==> src/rtl/asel_pkg.sv <==
package asel_pkg;

    typedef enum logic [2:0] {
        SEL_IDLE,
        SEL_PLAN,
        SEL_DROP,
        SEL_ADD,
        SEL_FIN
    } sel_state_e;

endpackage

==> src/rtl/asel_popcnt.sv <==
module asel_popcnt #(
    parameter int W  = 8,
    parameter int CW = 4
) (
    input  logic [W-1:0]  bits_i,
    output logic [CW-1:0] count_o
);

    always_comb begin
        count_o = '0;
        for (int i = 0; i < W; i++) begin
            count_o = count_o + CW'(bits_i[i]);
        end
    end

endmodule

==> src/rtl/asel_plan.sv <==
module asel_plan #(
    parameter int NUM_SM = 8,
    parameter int VW     = 12,
    parameter int PW     = $clog2(NUM_SM) + 1,
    parameter int CW     = $clog2(NUM_SM + 1)
) (
    input  logic [NUM_SM*PW-1:0] lst_pos_i,
    input  logic [NUM_SM*VW-1:0] lst_volt_i,
    input  logic [NUM_SM-1:0]    raw_vec_i,
    input  logic [CW-1:0]        req_i,
    input  logic [VW-1:0]        thr_hi_i,
    input  logic [VW-1:0]        thr_lo_i,
    output logic [NUM_SM-1:0]    exists_o,
    output logic [NUM_SM-1:0]    masked_o,
    output logic [CW-1:0]        target_o,
    output logic [CW-1:0]        add_cnt_o,
    output logic [CW-1:0]        drop_cnt_o
);

    localparam int SW = $clog2(NUM_SM);

    logic [NUM_SM-1:0] ent_valid;
    logic [NUM_SM-1:0] ent_trip;
    logic [SW-1:0]     ent_phys [NUM_SM];
    logic [CW-1:0]     valid_cnt;
    logic [CW-1:0]     pres_cnt;
    logic              trip_any;

    for (genvar g = 0; g < NUM_SM; g++) begin : g_ent
        logic [PW-1:0] pos_w;
        logic [VW-1:0] volt_w;
        assign pos_w        = lst_pos_i[g*PW +: PW];
        assign volt_w       = lst_volt_i[g*VW +: VW];
        assign ent_valid[g] = ~pos_w[PW-1] && ({1'b0, pos_w[PW-2:0]} < PW'(NUM_SM));
        assign ent_phys[g]  = pos_w[PW-2:0];
        assign ent_trip[g]  = ent_valid[g] && ((volt_w >= thr_hi_i) || (volt_w <= thr_lo_i));
    end

    always_comb begin
        exists_o = '0;
        for (int i = 0; i < NUM_SM; i++) begin
            if (ent_valid[i]) begin
                exists_o[ent_phys[i]] = 1'b1;
            end
        end
    end

    assign masked_o = raw_vec_i & exists_o;
    assign trip_any = |ent_trip;

    asel_popcnt #(.W(NUM_SM), .CW(CW)) i_cnt_valid (
        .bits_i  (ent_valid),
        .count_o (valid_cnt)
    );

    asel_popcnt #(.W(NUM_SM), .CW(CW)) i_cnt_pres (
        .bits_i  (masked_o),
        .count_o (pres_cnt)
    );

    always_comb begin
        target_o   = (req_i > valid_cnt) ? valid_cnt : req_i;
        add_cnt_o  = '0;
        drop_cnt_o = '0;
        if (target_o > pres_cnt) begin
            add_cnt_o = target_o - pres_cnt;
        end else if (target_o < pres_cnt) begin
            drop_cnt_o = pres_cnt - target_o;
        end else if (trip_any && (pres_cnt != '0) && (pres_cnt != valid_cnt)) begin
            add_cnt_o  = CW'(1);
            drop_cnt_o = CW'(1);
        end
    end

endmodule

==> src/rtl/asel_pick.sv <==
module asel_pick #(
    parameter int NUM_SM = 8,
    parameter int PW     = $clog2(NUM_SM) + 1,
    parameter int SW     = $clog2(NUM_SM)
) (
    input  logic [NUM_SM*PW-1:0] lst_pos_i,
    input  logic [SW-1:0]        idx_i,
    input  logic [NUM_SM-1:0]    orig_i,
    input  logic                 want_on_i,
    output logic                 hit_o,
    output logic [SW-1:0]        phys_o
);

    logic [PW-1:0] pos_w;
    logic          valid_w;

    assign pos_w   = lst_pos_i[idx_i*PW +: PW];
    assign valid_w = ~pos_w[PW-1] && ({1'b0, pos_w[PW-2:0]} < PW'(NUM_SM));
    assign phys_o  = pos_w[PW-2:0];
    assign hit_o   = valid_w && (orig_i[phys_o] == want_on_i);

endmodule

==> src/rtl/arm_module_selector.sv <==
module arm_module_selector
    import asel_pkg::*;
#(
    parameter int NUM_SM = 8,
    parameter int VW     = 12,
    parameter int PW     = $clog2(NUM_SM) + 1,
    parameter int CW     = $clog2(NUM_SM + 1)
) (
    input  logic                 clk,
    input  logic                 rst_n,
    input  logic                 start_i,
    input  logic [CW-1:0]        req_cnt_i,
    input  logic                 cur_pos_i,
    input  logic [VW-1:0]        thr_hi_i,
    input  logic [VW-1:0]        thr_lo_i,
    input  logic [NUM_SM-1:0]    ins_now_i,
    input  logic [NUM_SM*VW-1:0] list_volt_i,
    input  logic [NUM_SM*PW-1:0] list_pos_i,
    output logic [NUM_SM-1:0]    ins_o,
    output logic                 done_o,
    output logic                 busy_o
);

    localparam int SW = $clog2(NUM_SM);
    localparam int LV = NUM_SM * VW;
    localparam int LP = NUM_SM * PW;
    localparam logic [SW-1:0] LAST = SW'(NUM_SM - 1);

    typedef struct packed {
        sel_state_e        st;
        logic [SW-1:0]     step;
        logic [CW-1:0]     rem_add;
        logic [CW-1:0]     rem_drop;
        logic [CW-1:0]     target;
        logic [CW-1:0]     flips;
        logic [NUM_SM-1:0] orig;
        logic [NUM_SM-1:0] work;
        logic [NUM_SM-1:0] outv;
        logic [NUM_SM-1:0] exists;
        logic [LV-1:0]     volt;
        logic [LP-1:0]     pos;
        logic [CW-1:0]     req;
        logic              cpos;
        logic [VW-1:0]     hi;
        logic [VW-1:0]     lo;
        logic              done;
    } sel_regs_t;

    sel_regs_t r_q, r_d;

    logic [NUM_SM-1:0] pl_exists, pl_masked;
    logic [CW-1:0]     pl_target, pl_add, pl_drop;
    logic [SW-1:0]     walk_idx;
    logic              walk_rev;
    logic              pk_hit;
    logic [SW-1:0]     pk_phys;

    asel_plan #(.NUM_SM(NUM_SM), .VW(VW), .PW(PW), .CW(CW)) i_plan (
        .lst_pos_i  (r_q.pos),
        .lst_volt_i (r_q.volt),
        .raw_vec_i  (r_q.orig),
        .req_i      (r_q.req),
        .thr_hi_i   (r_q.hi),
        .thr_lo_i   (r_q.lo),
        .exists_o   (pl_exists),
        .masked_o   (pl_masked),
        .target_o   (pl_target),
        .add_cnt_o  (pl_add),
        .drop_cnt_o (pl_drop)
    );

    // drop walks from the high end under positive current, add from the low end
    assign walk_rev = r_q.cpos ^ (r_q.st == SEL_ADD);
    assign walk_idx = walk_rev ? (LAST - r_q.step) : r_q.step;

    asel_pick #(.NUM_SM(NUM_SM), .PW(PW), .SW(SW)) i_pick (
        .lst_pos_i (r_q.pos),
        .idx_i     (walk_idx),
        .orig_i    (r_q.orig),
        .want_on_i (r_q.st == SEL_DROP),
        .hit_o     (pk_hit),
        .phys_o    (pk_phys)
    );

    always_comb begin
        r_d      = r_q;
        r_d.done = 1'b0;
        unique case (r_q.st)
            SEL_IDLE: begin
                if (start_i) begin
                    r_d.volt = list_volt_i;
                    r_d.pos  = list_pos_i;
                    r_d.req  = req_cnt_i;
                    r_d.cpos = cur_pos_i;
                    r_d.hi   = thr_hi_i;
                    r_d.lo   = thr_lo_i;
                    r_d.orig = ins_now_i;
                    r_d.st   = SEL_PLAN;
                end
            end
            SEL_PLAN: begin
                r_d.orig     = pl_masked;
                r_d.work     = pl_masked;
                r_d.exists   = pl_exists;
                r_d.target   = pl_target;
                r_d.rem_add  = pl_add;
                r_d.rem_drop = pl_drop;
                r_d.flips    = pl_add + pl_drop;
                r_d.step     = '0;
                if (pl_drop != '0) begin
                    r_d.st = SEL_DROP;
                end else if (pl_add != '0) begin
                    r_d.st = SEL_ADD;
                end else begin
                    r_d.st = SEL_FIN;
                end
            end
            SEL_DROP: begin
                if (pk_hit && (r_q.rem_drop != '0)) begin
                    r_d.work[pk_phys] = 1'b0;
                    r_d.rem_drop      = r_q.rem_drop - CW'(1);
                end
                if ((r_q.step == LAST) || (pk_hit && (r_q.rem_drop == CW'(1)))) begin
                    r_d.step = '0;
                    r_d.st   = (r_q.rem_add != '0) ? SEL_ADD : SEL_FIN;
                end else begin
                    r_d.step = r_q.step + SW'(1);
                end
            end
            SEL_ADD: begin
                if (pk_hit && (r_q.rem_add != '0)) begin
                    r_d.work[pk_phys] = 1'b1;
                    r_d.rem_add       = r_q.rem_add - CW'(1);
                end
                if ((r_q.step == LAST) || (pk_hit && (r_q.rem_add == CW'(1)))) begin
                    r_d.step = '0;
                    r_d.st   = SEL_FIN;
                end else begin
                    r_d.step = r_q.step + SW'(1);
                end
            end
            SEL_FIN: begin
                r_d.outv = r_q.work;
                r_d.done = 1'b1;
                r_d.st   = SEL_IDLE;
            end
            default: r_d.st = SEL_IDLE;
        endcase
    end

    always_ff @(posedge clk) begin
        if (!rst_n) begin
            r_q    <= '0;
            r_q.st <= SEL_IDLE;
        end else begin
            r_q <= r_d;
        end
    end

    assign ins_o  = r_q.outv;
    assign done_o = r_q.done;
    assign busy_o = (r_q.st != SEL_IDLE);

    AST_DONE_COUNT: assert property (@(posedge clk) disable iff (!rst_n)
        done_o |-> ($countones(ins_o) == int'(r_q.target)));
    AST_DIFF_ONLY: assert property (@(posedge clk) disable iff (!rst_n)
        done_o |-> ($countones(ins_o ^ r_q.orig) == int'(r_q.flips)));
    AST_NO_FILLER: assert property (@(posedge clk) disable iff (!rst_n)
        done_o |-> ((ins_o & ~r_q.exists) == '0));
    AST_DONE_PULSE: assert property (@(posedge clk) disable iff (!rst_n)
        done_o |=> !done_o);
    AST_OUT_HOLD: assert property (@(posedge clk) disable iff (!rst_n)
        !done_o |-> $stable(ins_o));
    AST_BUSY_LOCK: assert property (@(posedge clk) disable iff (!rst_n)
        (busy_o && start_i) |=> $stable(r_q.req));

endmodule

==> config.mk <==
export PLATFORM = sky130hd
export DESIGN_NAME = arm_module_selector
export DESIGN_NICKNAME = d
export VERILOG_FILES = /design/src/rtl/asel_pkg.sv /design/src/rtl/asel_popcnt.sv /design/src/rtl/asel_plan.sv /design/src/rtl/asel_pick.sv /design/src/rtl/arm_module_selector.sv
export SDC_FILE = /design/constraint.sdc
export NUM_CORES = 1
export LEC_CHECK = 0
export BUFFER_PORTS_ARGS = -buffer_cell sky130_fd_sc_hd__buf_2
export CAP_MARGIN = 0
export CORE_MARGIN = 4
export CORE_UTILIZATION = 50
export CTS_BUF_LIST = sky130_fd_sc_hd__clkbuf_8
export DETAILED_ROUTE_END_ITERATION = 12
export GPL_TIMING_DRIVEN = 0
export PLACE_DENSITY = 0.7
export SLEW_MARGIN = 20
export SYNTH_ARGS = -nofsm -noshare
export SYNTH_HDL_FRONTEND = slang
export SYNTH_SLANG_ARGS = --single-unit
==> constraint.sdc <==
create_clock -name clk -period 10 [get_ports clk]
set_clock_uncertainty 0.15 [all_clocks]
set_input_delay 1 -clock clk [delete_from_list [all_inputs] [get_ports clk]]
set_output_delay 1 -clock clk [all_outputs]
set_load 0.005 [all_outputs]
==> flow_summary_export.csv <==
group,metric,value,unit
outcome,status,"finished clean",
cts,h-tree-depth,4,
global_routing,use_met3,0.04132,
global_routing,grt.met2_usage,0.5133,
worst_hold_path,hp-class,"flip-flop to flip-flop",
synthesis,ys_seq_elements,196,
placed_design,dp_hpwl,35300,µm
timing,hold_viol,0,
worst_setup_path,cp_num_buf_inv,4,
worst_setup_path,startpoint_type,"flip-flop",
cts,clock-sinks,196,
global_routing,track_usage,0.2922,
placed_design,portBuffers,177,
routing,drtIter0Drc,1267,
finish,drive_gt1_frac,0.1284,
cts,clk_path_buf_depth,2,
synthesis,synth_commonest_cells,"392 x nand2_1, 233 x a21oi_1, 217 x ha_1",
timing,rsz0062_at_grt,"no",
placed_design,pre_cts_ws,3149,ps
synthesis,synth_area,13990,µm²
finish,diodes,0,
global_routing,grt_max_degree,19,
synthesis,synth.most_common_cell,"nand2_1",
worst_setup_path,regToRegEndpoint,"r_q[211]$_SDFFE_PN0P_",
worst_setup_path,crit_end,"r_q[211]$_SDFFE_PN0P_",
timing,worst_pin_slew,974.9,ps
worst_setup_path,arrival,7270,ps
synthesis,yosys-top-cells-area,"dfxtp_1 28%, ha_1 19%, nand2_1 11%",
synthesis,synthArstFlopShare,0,
floorplan,die_w,175.2,µm
cts,cts.clk_slew.worst_paths,110,ps
synthesis,syn_area_per_cell,7.942,µm²
worst_setup_path,worst-path-max-fanout,8,
worst_setup_path,required,10290,ps
floorplan,initial_core_util,0.5132,
worst_setup_path,slowest_stage,"o41ai_1",
routing,vias_per_cell,5.922,
timing,finalCritPeriodShare,0.6972,
synthesis,yosys.area.top_type_share,0.2806,
synthesis,synth_edf_count,0,
cts,tritoncts,"built",
placed_design,gp_congestion,1.009,
worst_setup_path,crit_type,"flip-flop to flip-flop",
cts,root_buffer,"clkbuf_8",
global_routing,use_met1,0.3641,
worst_setup_path,crit_chain,"nor2_1 > a22oi_1 > o311ai_0 > o41ai_1 > fa_1 > fa_1 > fa_1 > inv_1 > ha_1 > inv_1 > fa_1 > xnor2_1 > inv_1 > ha_1 > clkbuf_1 > a21o_1 > a21oi_1 > a41o_1 > o21ai_0 > o41ai_1 > and3_1",
synthesis,ys_types,87,
synthesis,yosysWarnings,0,
floorplan,die_h,175.2,µm
global_routing,grt_pass1_wl,71610,µm
power,pwr_density_cell,266.7,nW/µm²
worst_setup_path,crit_start,"r_q[57]$_SDFFE_PN0P_",
timing,slew_headroom,0.3451,
floorplan,core,27250,µm²
finish,syn_to_final_growth,12.44,%
timing,period_minus_slack,6972,ps
placed_design,dpl_cell_area,15340,µm²
cts,post_cts_buffers,0,
synthesis,synth_fp_nets,2156,
routing,drtAntennaViolNets,0,
cts,cts_inserted_buffers,17,
cts,clk_latency,510,ps
worst_setup_path,critical_path_depth,21,
worst_setup_path,reg2reg_from,"r_q[57]$_SDFFE_PN0P_",
worst_setup_path,critPathMaxStageDelay,880,ps
routing,drcViolationCount,0,
cts,cts-hold-fix-buffers,0,
synthesis,yosys.area.top_type,"dfxtp_1",
finish,final_net_count,2352,
global_routing,grt_pass1_vias,13557,
synthesis,ys_seq_area_frac,0.2806,
synthesis,syn_inst,1761,
worst_setup_path,reg2reg_setup_slack,3030,ps
global_routing,grt_overflow,0,
floorplan,num_rows,60,
floorplan,ios,178,
finish,final_area,15730,µm²
routing,routedWlPerCell,19.66,µm
global_routing,top_usage_layer,"met2",
global_routing,antenna_found_initial,0,
routing,num_vias,13870,
timing,fin_ws,3028,ps
timing,slew_viol_final,0,
timing,setup_viol,0,
worst_setup_path,r2r_cells,21,
timing,fin_setup_tns,0,ps
synthesis,synth_flop_cell,"dfxtp_1",
worst_setup_path,cpMostUsedCell,"fa_1",
routing,firstDrtPassIters,6,
worst_setup_path,crit_family,"compound AO/OA/AOI/OAI gates",
power,peakVddDrop,0.1729,mV
routing,finalWirelength,46050,µm
run,maxCapViolCount,0,
cts,cts_resized,0,
floorplan,dieArea,30710,µm²
power,leakage,6.730,nW
timing,timing.fmax,0.1434,GHz
worst_setup_path,crit_path_end_kind,"flip-flop",
[report_power, final]
part           total, mW  internal [mW]  switching [mW]
sequential          1.12          0.937           0.186
clock              0.536          0.211           0.324
combinational       2.53           1.01            1.53
total               4.19           2.16            2.04
[state kept, by name (all words and copies together) (netlist names)]
name	cells
r_q	187
ins_o	8
done_o	1
[worst min-delay path: cells and delay by family, from the launching register on]
kind	cells	cell delay (ps)
compound gates	1	50
flops	1	320
simple gates	1	50
[stage by stage]
stage	hold WS (ps)	util	power, mW	std cells
4_1_cts	311.7	0.5770	4.155	2342
2_1_floorplan	286.3	-	2.920	1761
3_5_place_dp	297.0	0.5628	3.612	2310
3_3_place_gp	291.4	0.5628	3.550	2310
6_report	311.6	0.5770	4.194	2342
5_1_grt	323.9	0.5770	4.543	2342
[cells in the final DEF (no fill, tap or decap), types with 10 or more instances in the layout]
| master | n |
|---|---|
| nand4_1 | 32 |
| or3_1 | 11 |
| o211ai_1 | 12 |
| nor3_1 | 27 |
| a31oi_1 | 16 |
| inv_1 | 82 |
| nand2_1 | 392 |
| buf_4 | 12 |
| nand3_1 | 31 |
| ha_1 | 217 |
| fa_1 | 10 |
| o22ai_1 | 15 |
| mux2i_1 | 20 |
| nor2b_1 | 37 |
| a211oi_1 | 19 |
| buf_2 | 180 |
| o21ai_0 | 34 |
| clkbuf_1 | 68 |
| dfxtp_1 | 196 |
| nand2b_1 | 22 |
| a22oi_1 | 19 |
| a21oi_1 | 233 |
| a21o_1 | 43 |
| nor2_1 | 63 |
| clkbuf_8 | 18 |
[how the worst min path moves through the flow]
stage                         startpoint              endpoint  slack, ps  depth (start not counted)
floorplan           r_q[10]$_SDFFE_PN0P_  r_q[10]$_SDFFE_PN0P_        290                          2
global placement    r_q[11]$_SDFFE_PN0P_  r_q[11]$_SDFFE_PN0P_        290                          2
detailed placement  r_q[62]$_SDFFE_PN0P_  r_q[62]$_SDFFE_PN0P_        300                          2
CTS                 r_q[62]$_SDFFE_PN0P_  r_q[62]$_SDFFE_PN0P_        310                          2
global route        r_q[12]$_SDFFE_PN0P_  r_q[12]$_SDFFE_PN0P_        320                          2
finish              r_q[62]$_SDFFE_PN0P_  r_q[62]$_SDFFE_PN0P_        310                          2
[metal layers]
| metal | up-vias | wire length (µm) | part of all wire |
|---|---|---|---|
| met4 | 0 | 1503 | 0.033 |
| met5 | - | 0 | 0 |
| met3 | 120 | 2941 | 0.064 |
| li1 | 6677 | - | - |
| met1 | 6512 | 19250 | 0.42 |
| met2 | 561 | 22360 | 0.49 |
[logic make-up after synthesis]
group | Yosys count | synth area share
AO/OA/AOI/OAI | 481 | 0.2203
XOR/XNOR | 12 | 0.01038
adder cells (fa/ha/maj) | 227 | 0.2084
buffers and inverters | 170 | 0.05019
flip-flops | 196 | 0.2806
multiplexers | 27 | 0.02236
AND/OR/NAND/NOR | 648 | 0.2077
[cell type report]
cell class / count / area [µm²]
Sequential cell: 196 / 3924
Buffer: 88 / 394.1
Multi-Input combinational cell: 1395 / 9360
Tap cell: 372 / 465.4
Clock buffer: 18 / 247.7
Timing Repair Buffer: 177 / 885.9
Fill cell: 2611 / 11530
Inverter: 82 / 307.8
Clock inverter: 14 / 140.1
Note: power is estimated with default switching activity, not from simulation.
